--- config.mk ---
export PLATFORM = sky130hd
export DESIGN_NAME = geom_leaf_sequencer
export DESIGN_NICKNAME = d
export VERILOG_FILES = /design/src/rtl/leaf_seq_pkg.sv /design/src/rtl/leaf_seq_fsm.sv /design/src/rtl/leaf_fetch_tracker.sv /design/src/rtl/leaf_issue_slots.sv /design/src/rtl/geom_leaf_sequencer.sv
export SDC_FILE = /design/constraint.sdc
export NUM_CORES = 1
export LEC_CHECK = 0
export ABC_AREA = 1
export BUFFER_PORTS_ARGS = -buffer_cell sky130_fd_sc_hd__buf_2
export CAP_MARGIN = 30
export CORE_AREA = 2 2 69 104
export DETAILED_ROUTE_END_ITERATION = 6
export DIE_AREA = 0 0 71 106
export PLACE_DENSITY = 0.72
export SLEW_MARGIN = 20
export SYNTH_ARGS = -nofsm -noshare
export SYNTH_HDL_FRONTEND = slang
export SYNTH_HIERARCHICAL = 1
export SYNTH_SLANG_ARGS = --single-unit
--- constraint.sdc ---
create_clock -name clk -period 2.6 [get_ports clk]
set_input_delay 0.52 -clock clk [delete_from_list [all_inputs] [get_ports clk]]
set_output_delay 0.52 -clock clk [all_outputs]
set_load 0.1 [all_outputs]
--- src/rtl/leaf_seq_pkg.sv ---
package leaf_seq_pkg;
    typedef enum logic [1:0] {
        ST_IDLE  = 2'd0,
        ST_FETCH = 2'd1,
        ST_WAIT  = 2'd2,
        ST_ISSUE = 2'd3
    } seq_state_t;
endpackage

--- src/rtl/leaf_seq_fsm.sv ---
module leaf_seq_fsm
    import leaf_seq_pkg::*;
(
    input  logic clk,
    input  logic rst_n,
    input  logic leaf_fire,
    input  logic last_req_fire,
    input  logic fetch_complete,
    input  logic last_slot,
    output logic idle,
    output logic req_phase,
    output logic collect_en,
    output logic issue_en
);
    seq_state_t state_q, state_d;

    // State register.
    always_ff @(posedge clk or negedge rst_n) begin
        if (!rst_n) state_q <= ST_IDLE;
        else        state_q <= state_d;
    end

    // Next-state logic.
    always_comb begin
        state_d = state_q;
        unique case (state_q)
            ST_IDLE:  if (leaf_fire)      state_d = ST_FETCH;
            ST_FETCH: if (last_req_fire)  state_d = ST_WAIT;
            ST_WAIT:  if (fetch_complete) state_d = ST_ISSUE;
            ST_ISSUE: if (last_slot)      state_d = ST_IDLE;
        endcase
    end

    // Output decode.
    always_comb begin
        idle       = 1'b0;
        req_phase  = 1'b0;
        collect_en = 1'b0;
        issue_en   = 1'b0;
        unique case (state_q)
            ST_IDLE:  idle = 1'b1;
            ST_FETCH: begin req_phase = 1'b1; collect_en = 1'b1; end
            ST_WAIT:  collect_en = 1'b1;
            ST_ISSUE: issue_en = 1'b1;
        endcase
    end
endmodule

--- src/rtl/leaf_fetch_tracker.sv ---
module leaf_fetch_tracker #(
    parameter int NUM_FETCH = 3,
    parameter int TAG_W     = 2
) (
    input  logic             clk,
    input  logic             rst_n,
    input  logic             clear,
    input  logic             req_fire,
    input  logic             collect_en,
    input  logic             rsp_valid,
    input  logic [TAG_W-1:0] rsp_tag,
    output logic [TAG_W-1:0] req_idx,
    output logic             last_req,
    output logic             complete
);
    localparam logic [TAG_W-1:0] LAST_IDX = TAG_W'(NUM_FETCH - 1);

    logic [NUM_FETCH-1:0] seen_q;
    logic [NUM_FETCH-1:0] hit;
    logic [TAG_W-1:0]     idx_q;

    always_ff @(posedge clk or negedge rst_n) begin
        if (!rst_n)                              idx_q <= '0;
        else if (clear)                          idx_q <= '0;
        else if (req_fire && idx_q != LAST_IDX)  idx_q <= idx_q + 1'b1;
    end

    // One arrival flag per tag; tags with no flag match nothing.
    for (genvar i = 0; i < NUM_FETCH; i++) begin : g_slot
        assign hit[i] = collect_en && rsp_valid && (rsp_tag == TAG_W'(i));
        always_ff @(posedge clk or negedge rst_n) begin
            if (!rst_n)      seen_q[i] <= 1'b0;
            else if (clear)  seen_q[i] <= 1'b0;
            else if (hit[i]) seen_q[i] <= 1'b1;
        end
    end

    assign req_idx  = idx_q;
    assign last_req = (idx_q == LAST_IDX);
    assign complete = &(seen_q | hit);
endmodule

--- src/rtl/leaf_issue_slots.sv ---
module leaf_issue_slots #(
    parameter int RAYS          = 4,
    parameter int SLOTS_PER_RAY = 2
) (
    input  logic clk,
    input  logic rst_n,
    input  logic en,
    output logic [$clog2(RAYS)-1:0]          ray,
    output logic [$clog2(SLOTS_PER_RAY)-1:0] phase,
    output logic last
);
    localparam int RAY_W   = $clog2(RAYS);
    localparam int PHASE_W = $clog2(SLOTS_PER_RAY);
    localparam int SLOT_W  = RAY_W + PHASE_W;
    localparam logic [SLOT_W-1:0] LAST_SLOT = SLOT_W'(RAYS * SLOTS_PER_RAY - 1);

    logic [SLOT_W-1:0] slot_q;

    always_ff @(posedge clk or negedge rst_n) begin
        if (!rst_n)   slot_q <= '0;
        else if (!en) slot_q <= '0;
        else          slot_q <= slot_q + 1'b1;
    end

    assign phase = slot_q[PHASE_W-1:0];
    assign ray   = slot_q[SLOT_W-1:PHASE_W];
    assign last  = en && (slot_q == LAST_SLOT);
endmodule

--- src/rtl/geom_leaf_sequencer.sv ---
module geom_leaf_sequencer #(
    parameter int ADDR_W        = 32,
    parameter int TID_W         = 6,
    parameter int ITEM_BYTES    = 16,
    parameter int NUM_FETCH     = 3,
    parameter int RAYS          = 4,
    parameter int SLOTS_PER_RAY = 2,
    localparam int TAG_W        = $clog2(NUM_FETCH),
    localparam int RAY_W        = $clog2(RAYS),
    localparam int PHASE_W      = $clog2(SLOTS_PER_RAY)
) (
    input  logic               clk,
    input  logic               rst_n,
    input  logic               leaf_valid,
    output logic               leaf_ready,
    input  logic               leaf_mode,
    input  logic [TID_W-1:0]   leaf_thread,
    input  logic [ADDR_W-1:0]  leaf_base,
    output logic               fetch_req_valid,
    input  logic               fetch_req_ready,
    output logic [TAG_W-1:0]   fetch_req_tag,
    output logic [ADDR_W-1:0]  fetch_req_addr,
    output logic               fetch_req_kind,
    input  logic               fetch_rsp_valid,
    input  logic [TAG_W-1:0]   fetch_rsp_tag,
    output logic               issue_valid,
    output logic [RAY_W-1:0]   issue_ray,
    output logic [PHASE_W-1:0] issue_phase,
    output logic               issue_mode,
    output logic [TID_W-1:0]   issue_thread,
    output logic               thread_done
);
    logic              idle, req_phase, collect_en, issue_en;
    logic              leaf_fire, req_fire, last_req, complete, last_slot;
    logic [TAG_W-1:0]  req_idx;
    logic              mode_q;
    logic [TID_W-1:0]  thread_q;
    logic [ADDR_W-1:0] base_q;

    assign leaf_fire = leaf_valid && idle;
    assign req_fire  = req_phase && fetch_req_ready;

    // Leaf context is held for the whole job.
    always_ff @(posedge clk or negedge rst_n) begin
        if (!rst_n) begin
            mode_q   <= 1'b0;
            thread_q <= '0;
            base_q   <= '0;
        end else if (leaf_fire) begin
            mode_q   <= leaf_mode;
            thread_q <= leaf_thread;
            base_q   <= leaf_base;
        end
    end

    leaf_seq_fsm u_fsm (
        .clk            (clk),
        .rst_n          (rst_n),
        .leaf_fire      (leaf_fire),
        .last_req_fire  (req_fire && last_req),
        .fetch_complete (complete),
        .last_slot      (last_slot),
        .idle           (idle),
        .req_phase      (req_phase),
        .collect_en     (collect_en),
        .issue_en       (issue_en)
    );

    leaf_fetch_tracker #(
        .NUM_FETCH (NUM_FETCH),
        .TAG_W     (TAG_W)
    ) u_track (
        .clk        (clk),
        .rst_n      (rst_n),
        .clear      (leaf_fire),
        .req_fire   (req_fire),
        .collect_en (collect_en),
        .rsp_valid  (fetch_rsp_valid),
        .rsp_tag    (fetch_rsp_tag),
        .req_idx    (req_idx),
        .last_req   (last_req),
        .complete   (complete)
    );

    leaf_issue_slots #(
        .RAYS          (RAYS),
        .SLOTS_PER_RAY (SLOTS_PER_RAY)
    ) u_slots (
        .clk   (clk),
        .rst_n (rst_n),
        .en    (issue_en),
        .ray   (issue_ray),
        .phase (issue_phase),
        .last  (last_slot)
    );

    assign leaf_ready      = idle;
    assign fetch_req_valid = req_phase;
    assign fetch_req_tag   = req_idx;
    assign fetch_req_addr  = base_q + ADDR_W'(req_idx) * ADDR_W'(ITEM_BYTES);
    assign fetch_req_kind  = mode_q;
    assign issue_valid     = issue_en;
    assign issue_mode      = mode_q;
    assign issue_thread    = thread_q;
    assign thread_done     = last_slot;
endmodule

# Word level (Yosys, flattened, before mapping)
# Cells that the tools add are included.
# op_classes
n_addsub,3
n_eq_ne,12
muxes,18
n_bitwise,1
reduce_logical,18
# ops
cell,count
adder 32 x 6 -> 32 bit,1
2-to-1 mux 2 bit,6
2-to-1 mux 1 bit,10
logical AND 1 bit,9
equality test 2 bit (second input constant),4
inequality test 2 bit (second input constant),4
one-hot mux 2 bit (4 select lines),1
nonzero test 2 bit,4
equality test 2 x 1 -> 1 bit (second input constant),2
zero test 2 bit,2
AND reduction 4 bit,1
adder 3 x 1 -> 3 bit (second input constant),1
equality test 3 bit (second input constant),1
2-to-1 mux 3 bit,1
bitwise OR 3 bit,1
AND reduction 3 bit,1
adder 2 x 1 -> 2 bit (second input constant),1
inequality test 2 x 1 -> 1 bit (second input constant),1
OR reduction 2 bit,1
# word_totals
regBits,49
in_bits,46

# Longest topological paths before layout
# Gate-level depths: netlist of run 1.
# depth
word_depth,9
ltp_mapped,14

# Hierarchy
# Netlist of run 1, hierarchy kept.
# modules_own_cells
module,instances,cells_each,area_each_um2
geom_leaf_sequencer,1,341,2306.0
leaf_fetch_tracker,1,33,256.5
leaf_seq_fsm,1,26,202.7
leaf_issue_slots,1,13,132.6

# Least setup slack after synthesis of run 1
# OpenSTA, ideal clock, no wires.
# synth_path
kind,reg-to-output
startpoint,"register u_track.idx_q[0], in the netlist u_track/req_idx[0]"
endpoint,output port fetch_req_addr[14]
arrival_ps,3633
required_time_ps,2080
setup_slack_ps,-1553
stages_incl_launch_ff,7
path_cell_list,dfrtp_1 -> ha_1 -> inv_1 -> fa_1 -> nor2_4 -> nand3_1 -> xnor2_1
# synth_via
elab_chain_len,1
# synth_rtl
element,line,rtl
start: declaration,leaf_fetch_tracker.sv:20,logic [TAG_W-1:0] idx_q;
start signal: assignment,leaf_fetch_tracker.sv:25,else if (req_fire && idx_q != LAST_IDX) idx_q <= idx_q + 1'b1;
adder 32 x 6 -> 32 bit,geom_leaf_sequencer.sv:100,assign fetch_req_addr = base_q + ADDR_W'(req_idx) * ADDR_W'(ITEM_BYTES);
end: declaration,geom_leaf_sequencer.sv:22,"output logic [ADDR_W-1:0] fetch_req_addr,"
# No other way between the ends.

# Worst setup path after layout of run 1
# layout_path
startpoint,"register u_track.idx_q[0], in the netlist u_track/req_idx[0]"
endpoint,output port fetch_req_addr[28]
# Same word-level chain as after synthesis.

==> results of run 1 <==
[sequential cells by signal, indices dropped and copies added, names as in the netlist]
| register | cells |
|---|---|
| issue_thread | 6 |
| base_q | 32 |
| u_track/seen_q | 3 |
| fetch_req_kind | 1 |
| u_track/req_idx | 2 |
| u_fsm/state_q | 2 |
| u_slots/slot_q | 3 |
[layout make-up]
type                            count  area share (%)
Tap cell                           78            2.17
Clock inverter                      3           0.473
Timing Repair Buffer              111            21.9
Clock buffer                        5            1.53
Inverter                           45            3.87
Multi-Input combinational cell    307            42.5
Sequential cell                    49            27.5
[cell families after synthesis]
kind of cell    Yosys count  share of synthesized area [%]
compound gates           22                           3.89
xor+xnor                 13                           3.93
fa+ha+maj                10                           4.58
buf+inv                  57                           8.07
flops                    49                           42.3
simple gates            262                           37.2
[routing by layer]
layer,global-route usage [%],vias to the layer above,routed length (um)
met5,0,-,0
met4,8.36,0,200
met1,24.3,1354,3060
met3,3.70,15,286
met2,39.5,77,4290
li1,-,1445,-
[metrics by stage]
stage                     std cells  utilization, %  hold WS [ps]  setup slack, ps
after floorplan                 413               -           224             -250
after global placement          580            62.2           456              178
after detailed placement        580            62.2           455              131
after CTS                       594            65.2           115             -177
after global routing            598            67.0           137             -186
final                           598            67.0           114            -84.1
[how the worst min path moves through the flow]
stage	start	endpoint	depth (start not counted)
after floorplan	rst_n	base_q[0]	0
after global placement	rst_n	base_q[5]	1
after detailed placement	u_slots/slot_q[0]	u_slots/slot_q[0]	1
after CTS	rst_n	base_q[0]	1
after global routing	rst_n	base_q[5]	1
final	rst_n	base_q[0]	1
[timing repair]
item / in CTS / in global routing
gates cloned: 0 / 0
buffers inserted: 6 / 4
pin swaps: 9 / 15
endpoints found under the setup margin: 19 / 22
gates resized for setup: 15 / 27
[layout by cell type, fill, tap and decap left out, types with 3 or more instances in the layout]
master    count
a21oi_1       3
buf_12       25
buf_2        68
buf_4        15
clkbuf_8      5
dfrtp_1      44
dfrtp_2       3
ha_1          8
inv_1        40
nand2_1     165
nand2_2      22
nand2_4       8
nand3_1       5
nand3_2       4
nand3_4       3
nor2_1       34
nor2_2        7
nor2_4        8
o21ai_0      15
xnor2_4       6
xor2_4        6
==> flow_metrics.env, run 1 <==
export IMPL_ctsHoldBuffers=0
export IMPL_cts_tree="done"
export IMPL_clk_pin_slew_ps=100
export IMPL_endpoint="fetch_req_addr[28]"
export IMPL_ys_types=26
export IMPL_syn_num_nets=469
export IMPL_firstDrtPassIters=4
export IMPL_area_growth_synth_to_final_pct=55.1
export IMPL_cp_slowest_cell="dfrtp_4"
export IMPL_viasPerCell=4.83
export IMPL_dpl_hpwl_mm=6.18
export IMPL_r2r_start="u_fsm/state_q[0]"
export IMPL_ys_flop_type="dfrtp_1"
export IMPL_ff2ff_setup_slack_ps=760
export IMPL_critPathMaxFanout=4
export IMPL_synth_edf_count=0
export IMPL_cts_made_buffers=5
export IMPL_synthTopCellsByArea="dfrtp_1 42%, nand2_1 24%, inv_1 5.6%"
export IMPL_synth_area_sq_um=2900
export IMPL_multi_input_area_sq_um=1910
export IMPL_hold_viol=0
export IMPL_crit_required_ps=2080
export IMPL_fin_ws_ps=-84.1
export IMPL_rsz0062_at_grt="true"
export IMPL_cp_end_kind="primary output"
export IMPL_setup_worst_path_start="u_track/req_idx[0]"
export IMPL_finalMaxSlewViolations=0
export IMPL_synth_common_cells="189 x nand2_1, 49 x dfrtp_1, 43 x inv_1"
export IMPL_fin_crit_sh_pct=103
export IMPL_max_stage_delay_ps=430
export IMPL_grt_total_usage_pct=21.5
export IMPL_min_period_ps=2680
export IMPL_coreArea_sq_um=6710
export IMPL_cp_top_family="adder cells"
export IMPL_synth_cells=413
export IMPL_crit_buf_inv=4
export IMPL_yosysMostFrequentCell="nand2_1"
export IMPL_critPathKind="flip-flop to primary output"
export IMPL_grt_max_degree=30
export IMPL_reg2reg_to="base_q[5]"
export IMPL_postPlaceCellArea_sq_um=4180
export IMPL_tightestPinTransition_ps=492
export IMPL_grt_pass1_wl_mm=13.0
export IMPL_drv_cap=0
export IMPL_clockBufferDepth=2
export IMPL_min_delay_path_class="input pin to asynchronous set/reset pin"
export IMPL_htree_levels=2
export IMPL_yosysWarnings=6
export IMPL_synth_top_cell_by_area="dfrtp_1"
export IMPL_crit_path_cell_trace="ha_4 > inv_2 > fa_2 > nor2_4 > nand2_4 > buf_4 > inv_4 > nand2_2 > nand2_2 > nand2_4 > buf_12"
export IMPL_gp_congestion=0.910
export IMPL_ys_seq_area_share_pct=42.3
export IMPL_fin_nets=575
export IMPL_fp_dieW_um=71
export IMPL_cts_root_buf="clkbuf_8"
export IMPL_drt_wl_total_mm=7.83
export IMPL_die_area_sq_um=7530
export IMPL_drt_iter0_markers=103
export IMPL_ios=95
export IMPL_antenna_found_initial=0
export IMPL_max_freq_ghz=0.373
export IMPL_cp_depth=11
export IMPL_totalNegativeSetupSlack_ps=-480
export IMPL_n_fill_cell=527
export IMPL_rows=37
export IMPL_antenna_left=0
export IMPL_die_height_um=106
export IMPL_io_buffers=94
export IMPL_ys_async_sr_fraction_pct=100
export IMPL_clock_sinks=49
export IMPL_routed_via_count=2891
export IMPL_grt_pass1_vias=3003
export IMPL_violations="setup timing"
export IMPL_yosysTopAreaCellShare_pct=42.3
export IMPL_r2r_cells=7
export IMPL_arrival_ps=2160
export IMPL_n_antenna_cell=0
export IMPL_register_area_sq_um=1240
export IMPL_insertion_delay_ps=310
export IMPL_overflow=0
export IMPL_syn_area_per_cell_sq_um=7.02
export IMPL_ys_seq_elements=49
export IMPL_status="complete, but fails checks"
export IMPL_drive_gt1_share_pct=38.1
export IMPL_fin_area_sq_um=4490
export IMPL_wire_per_inst_um=13.1
export IMPL_initial_core_util_pct=43.2
export IMPL_startpoint_type="flip-flop"
export IMPL_drc=0
export IMPL_setup_violations=9
export IMPL_max_slew_margin_pct=67.4
export IMPL_finClkSkew_ps=4.86
Power of run 1 is not shown: default switching activity piles up to over one toggle a cycle in this logic, so the estimate is an artifact.
==> inputs of run 2 (changes only) <==
--- a/config.mk
+++ b/config.mk
@@ -8,12 +8,11 @@
 export ABC_AREA = 1
 export BUFFER_PORTS_ARGS = -buffer_cell sky130_fd_sc_hd__buf_2
 export CAP_MARGIN = 30
-export CORE_AREA = 2 2 69 104
+export CORE_AREA = 2 2 68 102
 export DETAILED_ROUTE_END_ITERATION = 6
-export DIE_AREA = 0 0 71 106
+export DIE_AREA = 0 0 70 104
 export PLACE_DENSITY = 0.72
 export SLEW_MARGIN = 20
 export SYNTH_ARGS = -nofsm -noshare
 export SYNTH_HDL_FRONTEND = slang
-export SYNTH_HIERARCHICAL = 1
 export SYNTH_SLANG_ARGS = --single-unit
==> flow_metrics.env, run 2 <==
export IMPL_crit_required_ps=2080
export IMPL_cts_root_buf="clkbuf_8"
export IMPL_cp_slowest_cell="dfrtp_4"
export IMPL_critPathKind="flip-flop to primary output"
export IMPL_clock_sinks=49
export IMPL_coreArea_sq_um=6400
export IMPL_synth_cells=383
export IMPL_yosysTopAreaCellShare_pct=43.6
export IMPL_htree_levels=2
export IMPL_rows=36
export IMPL_n_antenna_cell=0
export IMPL_ys_seq_area_share_pct=43.6
export IMPL_dpl_hpwl_mm=5.66
export IMPL_gp_congestion=0.862
export IMPL_ctsHoldBuffers=0
export IMPL_fin_nets=541
export IMPL_crit_buf_inv=2
export IMPL_max_stage_delay_ps=430
export IMPL_die_height_um=104
export IMPL_violations="setup timing"
export IMPL_fin_ws_ps=-139
export IMPL_largest_register="base_q"
export IMPL_r2r_cells=5
export IMPL_postPlaceCellArea_sq_um=4190
export IMPL_io_buffers=94
export IMPL_min_delay_path_class="input pin to asynchronous set/reset pin"
export IMPL_arrival_ps=2220
export IMPL_finClkSkew_ps=7.66
export IMPL_clk_pin_slew_ps=90
export IMPL_insertion_delay_ps=320
export IMPL_routed_via_count=2688
export IMPL_grt_total_usage_pct=21.5
export IMPL_final_common_cell="nand2_1"
export IMPL_tightestPinTransition_ps=850
export IMPL_syn_area_per_cell_sq_um=7.34
export IMPL_fin_util_pct=70.3
export IMPL_max_slew_margin_pct=43.2
export IMPL_die_area_sq_um=7280
export IMPL_synth_edf_count=0
export IMPL_wire_per_inst_um=13.4
export IMPL_synthTopCellsByArea="dfrtp_1 44%, nand2_1 23%, inv_1 5.2%"
export IMPL_overflow=0
export IMPL_largest_reg_flops=32
export IMPL_fin_area_sq_um=4500
export IMPL_syn_num_nets=439
export IMPL_clockBufferDepth=2
export IMPL_rsz0062_at_grt="true"
export IMPL_cp_end_kind="primary output"
export IMPL_hold_viol=0
export IMPL_grt_max_degree=55
export IMPL_cts_made_buffers=5
export IMPL_status="complete, but fails checks"
export IMPL_ys_flop_type="dfrtp_1"
export IMPL_most_common_layout_cells="155 x nand2_1, 69 x buf_2, 38 x dfrtp_1, 33 x inv_1, 26 x nor2_1"
export IMPL_yosysWarnings=0
export IMPL_cts_tree="done"
export IMPL_critPathMaxFanout=4
export IMPL_ff2ff_setup_slack_ps=740
export IMPL_fin_crit_sh_pct=105
export IMPL_drt_wl_total_mm=7.51
export IMPL_min_period_ps=2740
export IMPL_area_growth_synth_to_final_pct=60.0
export IMPL_setup_violations=13
export IMPL_synth_top_cell_by_area="dfrtp_1"
export IMPL_r2r_start="u_fsm.state_q[0]"
export IMPL_ys_async_sr_fraction_pct=100
export IMPL_finalMaxSlewViolations=0
export IMPL_place_ws_ps=140
export IMPL_drv_cap=0
export IMPL_yosysMostFrequentCell="nand2_1"
export IMPL_worst_hold_slack_ps=290
export IMPL_ys_seq_elements=49
export IMPL_antenna_found_initial=0
export IMPL_synth_area_sq_um=2810
export IMPL_fp_dieW_um=70
export IMPL_startpoint_type="flip-flop"
export IMPL_ys_types=26
export IMPL_viasPerCell=4.78
export IMPL_drive_gt1_share_pct=39.5
export IMPL_reg2reg_to="base_q[27]"
export IMPL_max_freq_ghz=0.365
export IMPL_drt_iter0_markers=112
export IMPL_firstDrtPassIters=4
export IMPL_crit_path_cell_trace="ha_4 > inv_2 > fa_2 > nor3_4 > nand2_4 > nor2_4 > nand3_2 > nand2_8 > buf_12"
export IMPL_synth_common_cells="171 x nand2_1, 49 x dfrtp_1, 39 x inv_1"
export IMPL_initial_core_util_pct=44.0
export IMPL_grt_pass1_vias=2747
export IMPL_antenna_left=0
export IMPL_drc=0
export IMPL_cp_top_family="simple AND/OR/NAND/NOR gates"
export IMPL_grt_pass1_wl_mm=12.4
export IMPL_ios=95
==> run 2: how the worst max path moves through the flow <==
stage                             from                 end  slack, ps  cells after the start
finish              u_track.req_idx[0]  fetch_req_addr[30]       -140                      9
global route        u_track.req_idx[0]  fetch_req_addr[30]       -240                      9
CTS                          base_q[4]  fetch_req_addr[30]       -210                     10
detailed placement  u_track.req_idx[0]  fetch_req_addr[30]        140                     10
global placement    u_track.req_idx[0]  fetch_req_addr[30]        200                     10
floorplan           u_track.req_idx[0]  fetch_req_addr[28]       -330                      8
==> run 2: worst reg2reg max path, stage by stage, from the launching register on <==
cell     delay (ps)
dfrtp_1         430
inv_1           100
ha_1            220
nand2_1         100
inv_2           630
o21ai_0         220
==> run 2: cells by family (layout without fill, tap and decap cells) <==
family          count (synthesis)  count (layout)  share of synthesized area, %
flops                          49              49                          43.6
compound gates                 19              19                          3.52
simple gates                  232             232                          34.1
buf+inv                        53             156                          7.79
xor+xnor                       20              20                          6.23
fa+ha+maj                      10              10                          4.72
==> run 2: per-stage QoR <==
step,setup TNS (ps),instances
floorplan,-2290,383
global placement,0,545
detailed placement,0,545
CTS,-984,557
global route,-2450,562
finish,-686,562
==> run 2: routing by layer <==
layer	up-vias	track usage, %	share of wire (%)
met1	1240	24.1	38
met4	0	8.38	3.0
li1	1356	-	-
met3	17	4.75	5.0
met2	75	39.0	54
met5	-	0	0
==> run 2: layout make-up <==
class                   instances  area, sq um
fillers                       502         1900
clock inverters                 2         17.5
repair buffers                108          962
flip-flops and latches         49         1240
multi-input cells             281         1940
clock buffers                   6         82.6
inverters                      40          160
well taps                      76         95.1
==> run 2: timing repair <==
action                     in CTS  in global routing
resized for setup              13                 29
setup endpoints to repair      20                 22
buffers inserted                5                  5
pin swaps                      11                 10
Power of run 2 is left out for the same reason.
==> inputs of run 3 (changes only) <==
--- a/config.mk
+++ b/config.mk
@@ -7,7 +7,7 @@
 export LEC_CHECK = 0
 export ABC_AREA = 1
 export BUFFER_PORTS_ARGS = -buffer_cell sky130_fd_sc_hd__buf_2
-export CAP_MARGIN = 30
+export CAP_MARGIN = 5
 export CORE_AREA = 2 2 68 102
 export DETAILED_ROUTE_END_ITERATION = 6
 export DIE_AREA = 0 0 70 104
==> constraint.sdc (replaced) <==
create_clock -name clk -period 3.02 [get_ports clk]
set_input_delay 0.604 -clock clk [delete_from_list [all_inputs] [get_ports clk]]
set_output_delay 0.604 -clock clk [all_outputs]
set_load 0.1 [all_outputs]
==> flow_metrics.env, run 3 (synthesis gave the netlist of run 2 again) <==
export IMPL_grt_pass1_vias=2740
export IMPL_critPathKind="flip-flop to primary output"
export IMPL_finClkSkew_ps=3.19
export IMPL_fp_dieW_um=70
export IMPL_clockBufferDepth=2
export IMPL_setup_worst_path_start="u_track.req_idx[0]"
export IMPL_fin_crit_sh_pct=96.4
export IMPL_insertion_delay_ps=310
export IMPL_arrival_ps=2310
export IMPL_largest_register="base_q"
export IMPL_htree_levels=2
export IMPL_routed_via_count=2607
export IMPL_gp_congestion=0.866
export IMPL_clk_pin_slew_ps=100
export IMPL_die_height_um=104
export IMPL_firstDrtPassIters=4
export IMPL_max_slew_margin_pct=45.4
export IMPL_grt_total_usage_pct=21.5
export IMPL_r2r_start="u_fsm.state_q[1]"
export IMPL_min_period_ps=2910
export IMPL_worst_hold_slack_ps=195
export IMPL_tightestPinTransition_ps=818
export IMPL_grt_max_degree=55
export IMPL_crit_required_ps=2420
export IMPL_dpl_hpwl_mm=5.70
export IMPL_rows=36
export IMPL_most_common_layout_cells="166 x nand2_1, 76 x buf_2, 47 x dfrtp_1, 39 x inv_1, 31 x nor2_1"
export IMPL_hold_viol=0
export IMPL_setup_violations=0
export IMPL_status="finished clean"
export IMPL_ios=95
export IMPL_n_fill_cell=583
export IMPL_max_freq_ghz=0.344
export IMPL_wire_per_inst_um=13.1
export IMPL_viasPerCell=4.70
export IMPL_final_common_cell="nand2_1"
export IMPL_io_buffers=94
export IMPL_dp_cells=543
export IMPL_die_area_sq_um=7280
export IMPL_min_delay_path_class="input pin to asynchronous set/reset pin"
export IMPL_antenna_found_initial=0
export IMPL_drt_iter0_markers=72
export IMPL_cts_made_buffers=5
export IMPL_cp_end_kind="primary output"
export IMPL_initial_core_util_pct=44.0
export IMPL_fin_nets=534
export IMPL_drive_gt1_share_pct=31.5
export IMPL_clock_sinks=49
export IMPL_coreArea_sq_um=6400
export IMPL_area_growth_synth_to_final_pct=42.2
export IMPL_n_antenna_cell=0
export IMPL_startpoint_type="flip-flop"
export IMPL_drv_cap=0
export IMPL_multi_input_area_sq_um=1700
export IMPL_finalMaxSlewViolations=0
export IMPL_critPathMaxFanout=3
export IMPL_cts_tree="done"
export IMPL_grt_pass1_wl_mm=12.5
export IMPL_largest_reg_flops=32
export IMPL_antenna_left=0
export IMPL_layoutNonFillerInstCount=555
export IMPL_cts_root_buf="clkbuf_8"
export IMPL_register_area_sq_um=1230
export IMPL_drt_wl_total_mm=7.30
export IMPL_overflow=0
export IMPL_drc=0
-- run 3: cell count changes in the layout (fill, tap and decap cells not counted), moves of 4 or more --
cell	delta
buf_12	-13
buf_2	+7
clkbuf_4	+4
dfrtp_1	+9
dfrtp_2	-9
inv_1	+6
nand2_1	+11
nand2_2	-4
nand2_4	-5
nor2_1	+5
nor2_4	-4
xor2_2	+7
xor2_4	-7
-- run 3: what timing repair did --
| action | 4_1_cts | 5_1_grt |
|---|---|---|
| gates resized for setup | 2 | 12 |
| setup endpoints to repair | 6 | 17 |
| hold buffers | 0 | 0 |
| pin swaps | 1 | 4 |
| gates cloned | 0 | 0 |
| setup buffers | 1 | 3 |
-- run 3: worst paths after layout --
check | endpoint | slack, ps | depth (start not counted)
worst min-delay path | issue_thread[3] | 200 | 1
min in group clk | u_slots.slot_q[0] | 460 | 1
worst min register to register | u_slots.slot_q[0] | 460 | 1
worst max register to register | base_q[19] | 1230 | 5
max in group asynchronous | u_track.req_idx[1] | 2210 | 2
worst max-delay path | fetch_req_addr[18] | 110 | 8
-- run 3: area by class of cell --
| cell class | instances | area share [%] |
|---|---|---|
| Inverter | 40 | 3.76 |
| Multi-Input combinational cell | 281 | 42.5 |
| Sequential cell | 49 | 30.9 |
| Timing Repair Buffer | 101 | 18.0 |
| Clock buffer | 6 | 2.07 |
| Clock inverter | 2 | 0.438 |
| Tap cell | 76 | 2.38 |
-- run 3: metal layers --
metal,vias to the layer above,global-route usage (%),part of all wire [%]
li1,1336,-,-
met1,1193,25.2,39
met2,62,38.2,53
met3,16,4.26,4.2
met4,0,8.10,3.1
met5,-,0,0
-- run 3: critical path, stage by stage, from the launching register on --
cell and delay [ps]:
dfrtp_4 440, ha_4 130, inv_1 50, fa_2 420, inv_1 120, nand2_1 150, nor2_1 300, xor2_4 190
buf_12 190
-- run 3: stage by stage --
stage | setup slack [ps] | TNS [ps] | area, sq um | util, %
after detailed placement | 260 | 0 | 3820 | 59.7
final | 109 | 0 | 4000 | 62.5
after CTS | 11.0 | 0 | 3930 | 61.5
after floorplan | -86.6 | -190 | 3120 | -
after global routing | -11.0 | -11.0 | 4000 | 62.5
after global placement | 342 | 0 | 3820 | 59.7
Power of run 3 is left out for the same reason.
